<file path="config.mk">
export PLATFORM = sky130hd
export DESIGN_NAME = twi_cmd_slave
export DESIGN_NICKNAME = d
export VERILOG_FILES = /design/src/rtl/twi_pkg.sv /design/src/rtl/twi_sync.sv /design/src/rtl/twi_edge.sv /design/src/rtl/twi_cmd_fsm.sv /design/src/rtl/twi_cmd_slave.sv
export SDC_FILE = /design/constraint.sdc
export NUM_CORES = 1
export LEC_CHECK = 0
export CORE_ASPECT_RATIO = 1.75
export CORE_MARGIN = 2
export CORE_UTILIZATION = 49
export CTS_CLUSTER_DIAMETER = 80
export DETAILED_ROUTE_END_ITERATION = 8
export PLACE_DENSITY = 0.88
export SYNTH_ARGS = -nofsm -noshare
export SYNTH_HDL_FRONTEND = slang
export SYNTH_SLANG_ARGS = --single-unit
</file>
<file path="constraint.sdc">
create_clock -name clk -period 1.8 [get_ports clk]
set_clock_uncertainty 0.2 [all_clocks]
set_input_delay 0.54 -clock clk [delete_from_list [all_inputs] [get_ports clk]]
set_output_delay 0.54 -clock clk [all_outputs]
set_load 0.01 [all_outputs]
</file>
<file path="src/rtl/twi_pkg.sv">
package twi_pkg;
  localparam int BYTE_W = 8;
  localparam int CNT_W  = 4;

  localparam logic [BYTE_W-1:0] OP_RUN  = 8'h51;
  localparam logic [BYTE_W-1:0] OP_HALT = 8'h22;
  localparam logic [BYTE_W-1:0] OP_CFG  = 8'hAC;
  localparam logic [BYTE_W-1:0] OP_HI   = 8'hA1;
  localparam logic [BYTE_W-1:0] OP_LO   = 8'hA2;

  typedef enum logic [2:0] {
    PH_IDLE, PH_ADDR, PH_CMD, PH_DATA, PH_DONE
  } phase_t;

  typedef enum logic [1:0] {
    DST_CFG, DST_HI, DST_LO
  } dest_t;
endpackage

</file>
<file path="src/rtl/twi_sync.sv">
module twi_sync #(
  parameter int STAGES = 2
) (
  input  logic clk,
  input  logic rst,
  input  logic d,
  output logic q
);
  logic [STAGES-1:0] pipe;

  always_ff @(posedge clk) begin
    if (rst) pipe <= '1;
    else     pipe <= {pipe[STAGES-2:0], d};
  end

  assign q = pipe[STAGES-1];
endmodule

</file>
<file path="src/rtl/twi_edge.sv">
module twi_edge (
  input  logic clk,
  input  logic rst,
  input  logic scl_s,
  input  logic sda_s,
  output logic scl_rise,
  output logic scl_fall,
  output logic start_ev,
  output logic stop_ev
);
  logic scl_p, sda_p;

  always_ff @(posedge clk) begin
    if (rst) begin
      scl_p <= 1'b1;
      sda_p <= 1'b1;
    end else begin
      scl_p <= scl_s;
      sda_p <= sda_s;
    end
  end

  assign scl_rise = scl_s & ~scl_p;
  assign scl_fall = ~scl_s & scl_p;
  assign start_ev = scl_s & scl_p & sda_p & ~sda_s;
  assign stop_ev  = scl_s & scl_p & ~sda_p & sda_s;
endmodule

</file>
<file path="src/rtl/twi_cmd_fsm.sv">
module twi_cmd_fsm
  import twi_pkg::*;
#(
  parameter int             PIN_W     = 3,
  parameter logic [6:0]     ADDR_BASE = 7'b1001000,
  parameter int             THR_W     = 2 * BYTE_W
) (
  input  logic              clk,
  input  logic              rst,
  input  logic [PIN_W-1:0]  addr_pins,
  input  logic              sda_s,
  input  logic              scl_rise,
  input  logic              scl_fall,
  input  logic              start_ev,
  input  logic              stop_ev,
  output logic              sda_oe,
  output logic              conv_run,
  output logic [BYTE_W-1:0] cfg_q,
  output logic [THR_W-1:0]  th_q,
  output logic [THR_W-1:0]  tl_q
);
  localparam logic [CNT_W-1:0] LAST_BIT = CNT_W'(BYTE_W);

  phase_t             ph, ph_after;
  dest_t              dest;
  logic [BYTE_W-1:0]  shreg, hold;
  logic [CNT_W-1:0]   bitcnt;
  logic               in_ack, second;
  logic [6:0]         my_addr;

  assign my_addr = ADDR_BASE | {{(7-PIN_W){1'b0}}, addr_pins};

  always_ff @(posedge clk) begin
    if (rst) begin
      ph       <= PH_IDLE;
      ph_after <= PH_IDLE;
      dest     <= DST_CFG;
      shreg    <= '0;
      hold     <= '0;
      bitcnt   <= '0;
      in_ack   <= 1'b0;
      second   <= 1'b0;
      sda_oe   <= 1'b0;
      conv_run <= 1'b0;
      cfg_q    <= '0;
      th_q     <= '0;
      tl_q     <= '0;
    end else if (start_ev || stop_ev) begin
      ph     <= start_ev ? PH_ADDR : PH_IDLE;
      bitcnt <= '0;
      in_ack <= 1'b0;
      second <= 1'b0;
      sda_oe <= 1'b0;
    end else if (ph != PH_IDLE) begin
      if (scl_rise && !in_ack && bitcnt < LAST_BIT) begin
        shreg  <= {shreg[BYTE_W-2:0], sda_s};
        bitcnt <= bitcnt + 1'b1;
      end
      if (scl_fall) begin
        if (in_ack) begin
          in_ack <= 1'b0;
          sda_oe <= 1'b0;
          bitcnt <= '0;
          ph     <= ph_after;
        end else if (bitcnt == LAST_BIT) begin
          in_ack   <= 1'b1;
          ph_after <= PH_DONE;
          unique case (ph)
            PH_ADDR: begin
              if (shreg[7:1] == my_addr && !shreg[0]) begin
                sda_oe   <= 1'b1;
                ph_after <= PH_CMD;
              end
            end
            PH_CMD: begin
              second <= 1'b0;
              case (shreg)
                OP_RUN:  begin sda_oe <= 1'b1; conv_run <= 1'b1; end
                OP_HALT: begin sda_oe <= 1'b1; conv_run <= 1'b0; end
                OP_CFG:  begin sda_oe <= 1'b1; dest <= DST_CFG; ph_after <= PH_DATA; end
                OP_HI:   begin sda_oe <= 1'b1; dest <= DST_HI;  ph_after <= PH_DATA; end
                OP_LO:   begin sda_oe <= 1'b1; dest <= DST_LO;  ph_after <= PH_DATA; end
                default: ;
              endcase
            end
            PH_DATA: begin
              sda_oe <= 1'b1;
              if (dest == DST_CFG) begin
                cfg_q <= shreg;
              end else if (!second) begin
                hold     <= shreg;
                second   <= 1'b1;
                ph_after <= PH_DATA;
              end else if (dest == DST_HI) begin
                th_q <= {hold, shreg};
              end else begin
                tl_q <= {hold, shreg};
              end
            end
            default: ;
          endcase
        end
      end
    end
  end
endmodule

</file>
<file path="src/rtl/twi_cmd_slave.sv">
module twi_cmd_slave
  import twi_pkg::*;
#(
  parameter int         PIN_W     = 3,
  parameter logic [6:0] ADDR_BASE = 7'b1001000,
  parameter int         SYNC_N    = 2
) (
  input  logic              clk,
  input  logic              rst,
  input  logic [PIN_W-1:0]  addr_pins,
  input  logic              scl_i,
  input  logic              sda_i,
  output logic              sda_oe,
  output logic              conv_run,
  output logic [BYTE_W-1:0] cfg_q,
  output logic [2*BYTE_W-1:0] th_q,
  output logic [2*BYTE_W-1:0] tl_q
);
  localparam int LINES = 2;

  logic [LINES-1:0] raw, synced;
  logic scl_s, sda_s, scl_rise, scl_fall, start_ev, stop_ev;

  assign raw = {scl_i, sda_i};

  for (genvar g = 0; g < LINES; g++) begin : g_sync
    twi_sync #(.STAGES(SYNC_N)) u_sync (
      .clk(clk), .rst(rst), .d(raw[g]), .q(synced[g])
    );
  end

  assign scl_s = synced[1];
  assign sda_s = synced[0];

  twi_edge u_edge (
    .clk(clk), .rst(rst), .scl_s(scl_s), .sda_s(sda_s),
    .scl_rise(scl_rise), .scl_fall(scl_fall),
    .start_ev(start_ev), .stop_ev(stop_ev)
  );

  twi_cmd_fsm #(.PIN_W(PIN_W), .ADDR_BASE(ADDR_BASE), .THR_W(2*BYTE_W)) u_fsm (
    .clk(clk), .rst(rst), .addr_pins(addr_pins), .sda_s(sda_s),
    .scl_rise(scl_rise), .scl_fall(scl_fall),
    .start_ev(start_ev), .stop_ev(stop_ev),
    .sda_oe(sda_oe), .conv_run(conv_run),
    .cfg_q(cfg_q), .th_q(th_q), .tl_q(tl_q)
  );
endmodule

</file>
==> results of run 1 <==
-- power groups by stage --
stage | clock [W] | sequential [W] | combinational [W]
floorplan | 0 | 0.00178 | 0.0000636
global placement | 0 | 0.00178 | 0.0000893
detailed placement | 0 | 0.00178 | 0.0000922
CTS | 0.00178 | 0.00174 | 0.0000926
global route | 0.00186 | 0.00174 | 0.000116
finish | 0.00175 | 0.00174 | 0.000110
-- worst max-delay path: cells and delay by family (launching register included) --
family,cells,cell delay [ns]
AO/OA/AOI/OAI,2,0.24
AND/OR/NAND/NOR,2,0.40
buffers and inverters,3,0.40
flip-flops,1,0.32
adder cells (fa/ha/maj),1,0.13
-- registers in the layout, indices dropped and copies added, names as in the netlist, 3 cells and up --
signal / count
u_fsm.ph: 3
u_fsm.shreg: 8
u_fsm.bitcnt: 4
u_fsm.tl_q: 16
g_sync.u_sync.pipe: 4
u_fsm.hold: 8
u_fsm.ph_after: 3
u_fsm.cfg_q: 8
u_fsm.th_q: 16
-- routing by layer --
layer  track usage  wire length, um
met5             0                0
met4         0.139              582
met3        0.0678              469
met2         0.421             5160
met1         0.263             3260
-- cell usage after synthesis (all sizes together), types with 2 or more instances --
| master | count |
|---|---|
| inv | 8 |
| nand3b | 3 |
| nor4b | 3 |
| xnor2 | 3 |
| and3 | 2 |
| clkbuf | 19 |
| or2 | 7 |
| o221ai | 3 |
| nor3b | 3 |
| nand4 | 9 |
| a21oi | 53 |
| mux2i | 11 |
| xor2 | 4 |
| o31ai | 3 |
| nor3 | 8 |
| o21ai | 51 |
| ha | 2 |
| buf | 17 |
| nand4b | 2 |
| nand2 | 3 |
| nor4 | 2 |
| nor2 | 24 |
| nand3 | 46 |
| and4b | 2 |
| dfxtp | 78 |
| nor2b | 4 |
-- layout make-up --
class                   count  area, um2  area share
clock buffers              10        229      0.0493
clock inverters             6       62.6      0.0135
inverters                   8       30.0     0.00646
multi-input cells         263       1780       0.383
flip-flops and latches     78       1580       0.339
well taps                  84        105      0.0226
repair buffers             96        866       0.186
-- path summary, 6_finish.rpt --
kind	slack, ns	to	from
setup / recovery	-0.01	u_fsm.th_q[4]$_SDFFE_PP0P_	u_fsm.bitcnt[1]$_SDFFE_PP0N_
hold / removal	0.21	g_sync[1].u_sync.pipe[1]$_SDFF_PP1_	g_sync[1].u_sync.pipe[0]$_SDFF_PP1_
setup reg to reg	-0.01	u_fsm.th_q[4]$_SDFFE_PP0P_	u_fsm.bitcnt[1]$_SDFFE_PP0N_
hold reg to reg	0.21	g_sync[1].u_sync.pipe[1]$_SDFF_PP1_	g_sync[1].u_sync.pipe[0]$_SDFF_PP1_
-- per-stage QoR --
step	power, W	std cells	hold slack [ns]	instance area, um2	TNS [ns]
finish	0.00360	545	0.213	4650	-0.0164
global route	0.00371	545	0.228	4650	-2.73
CTS	0.00362	537	0.214	4360	0
detailed placement	0.00187	518	0.195	4070	-3.51
global placement	0.00187	518	0.191	4070	-2.44
floorplan	0.00184	385	0.189	3400	0
-- kinds of logic after synthesis --
family,count (synthesis)
simple gates,125
compound gates,118
flops,78
buf+inv,44
mux,11
xor+xnor,7
fa+ha+maj,2
-- what timing repair did --
item | CTS | global route
cloned | 1 | 2
buffers inserted | 2 | 6
hold buffers | 0 | 0
resized for setup | 49 | 100
setup endpoints to repair | 85 | 65
pin swaps | 1 | 19
==> results.txt, run 1 <==
----------------------------------------------------
[Timing]
  Max frequency ... 0.552 GHz
  Transition time at the pin with the least slew margin ... 0.595 ns
  Post-layout min period ... 1.81 ns
  Final max-slew violation count ... 0
  Worst setup slack after layout ... -0.0113 ns
  Count of final setup violators ... 3
  Endpoints failing hold ... 0
  RSZ-0062 raised after global routing ... yes
  Rel. slew slack ... 0.599
  Post-route fraction of the period consumed by the critical path ... 1.01

[Clocking]
  Clock slew seen by the registers of the worst setup and hold paths ... 0.06 ns
  Number of buffers inserted during clock tree synthesis ... 9
  Maximum clock path buffer count ... 2
  Total number of H-tree levels ... 3
  Clock Root Buffer ... clkbuf_16
  Clock latency on the worst-skew pair ... 0.33 ns
  Clock sink total ... 78
  TritonCTS clock tree ... done

[Power]
  Net switching share of the total power ... 0.211
  P_leak ... 1.82 nW
  Internal portion of total power ... 0.00284 W
  Sequential share of power ... 0.483
  Net Switching ... 0.000760 W
  Part of the total power dissipated in the clock network ... 0.486
  Power per unit of standard cell area ... 776 nW/um2
  Worst IR Drop VDD ... 0.527 mV
  Comb pwr share ... 0.031

[Layout]
  Synth-to-Final Area Change ... 36.8%
  Layout cells sized above 1 ... 0.289
  Commonest non-fill, non-tap cells in the layout ... dfxtp_1, a21oi_1, nand3_1
  # fillers ... 518
  Most common cell after layout, fill and taps aside ... dfxtp_1
  Utilization after layout ... 0.683
  Antenna Diode Count ... 0
  Final nets ... 465

[Synthesis]
  Share of the synthesized area in the top cell type ... 0.460
  Portion of netlist area occupied by mux cells ... 0.0324
  Synthesized-area fraction occupied by adder cells ... 0.00737
  Synth unique cells ... 50
  Library cell with the largest summed area after synthesis ... dfxtp_1
  Largest family of logic cells by synthesized area ... simple AND/OR/NAND/NOR gates
  Post-Synth Simple-Gate Area ... 0.229
  Post-synthesis async set-or-reset flop share ... 0
  Number of enable flip-flop cells after synthesis ... 0
  Post-synthesis instance area ... 3400 um2
  Share of the yosys chip area belonging to registers ... 0.460
  Compound-Gate Fraction of Synth Area ... 0.191
  Synthesized area divided by synthesized cell count ... 8.82 um2
  Most area-consuming cells after synthesis ... dfxtp_1, a21oi_1, o21ai_0
  Leading register cell type out of synthesis ... dfxtp_1
  Cells after Synth ... 385
  Yosys Warn Count ... 0
  Post-Syn Nets ... 394
  XOR/XNOR share of the synthesized area ... 0.0180
  Number of flip-flops and latches in the synthesized netlist ... 78

[Floorplan]
  Vert. Die Dim ... 114 um
  IO Pins ... 49
  Placement Rows ... 40
  Initial cell density of the core ... 0.499
  Floorplan die width ... 66.9 um
  Core region area ... 6810 um2
  Total Die Area ... 7640 um2

[Worst setup path]
  Maximum fanout count along the critical path ... 15
  Max stage delay cell, worst path ... dfxtp_2
  Worst reg2reg path depth ... 8
  Critical setup path kind ... reg -> reg
  Category of the worst setup path capture point ... register
  Worst Path Arrival ... 1.83 ns
  Highest cell delay on the worst timing path ... 0.32 ns
  Data required time at the worst endpoint ... 1.82 ns
  Type of element launching the critical path ... register
  Cells along the critical path ... inv_2 -> ha_4 -> and4bb_2 -> nand4_1 -> buf_6 -> buf_12 -> o21ai_1 -> a21oi_1

[Run]
  Number of violations of the max-capacitance limit ... 0

[Placed design]
  Worst slack, placed ... -0.211 ns
  Half-perimeter wire length of the detailed placement result ... 6130 um
  Count of input and output buffers ... 48
  Placer congestion estimate ... 0.932

[Outcome]
  Result of the run ... complete, but fails checks
  Failing checks ... setup timing

[Worst hold path]
  Hold Crit Class ... reg -> reg
  Cell depth of the worst min-delay path ... 1

[Detailed routing]
  First-pass iteration count of the detailed router ... 9
  Wire per inst ... 17.4 um
  Total Wirelength ... 9470 um
  Iteration-0 DRC count of the detailed router ... 220
  Via total after detailed routing ... 3,299
  Antenna Nets Post-Route ... 0
  Number of vias per cell ... 6.05
  Post-route DRC violation count ... 0

[GRT]
  Global-route usage over all layers ... 0.245
  Wire length of the first global-routing pass ... 14,100 um
  Pin count of the biggest net entering global routing ... 36
  Number of antenna violations at the first check in global routing ... 0
  Sum of overflow across all layers after global routing ... 0
  Via count of the first global-routing pass ... 3,021

----------------------------------------------------
No activity file was read; power rests on OpenSTA's default activity.
==> run 2, diff against run 1 <==
--- a/config.mk
+++ b/config.mk
@@ -9,6 +9,7 @@
 export CORE_MARGIN = 2
 export CORE_UTILIZATION = 49
 export CTS_CLUSTER_DIAMETER = 80
+export CTS_CLUSTER_SIZE = 12
 export DETAILED_ROUTE_END_ITERATION = 8
 export PLACE_DENSITY = 0.88
 export SYNTH_ARGS = -nofsm -noshare
==> results of run 2 <==
No change in the layout: final DEF, timing and power equal those of run 1.
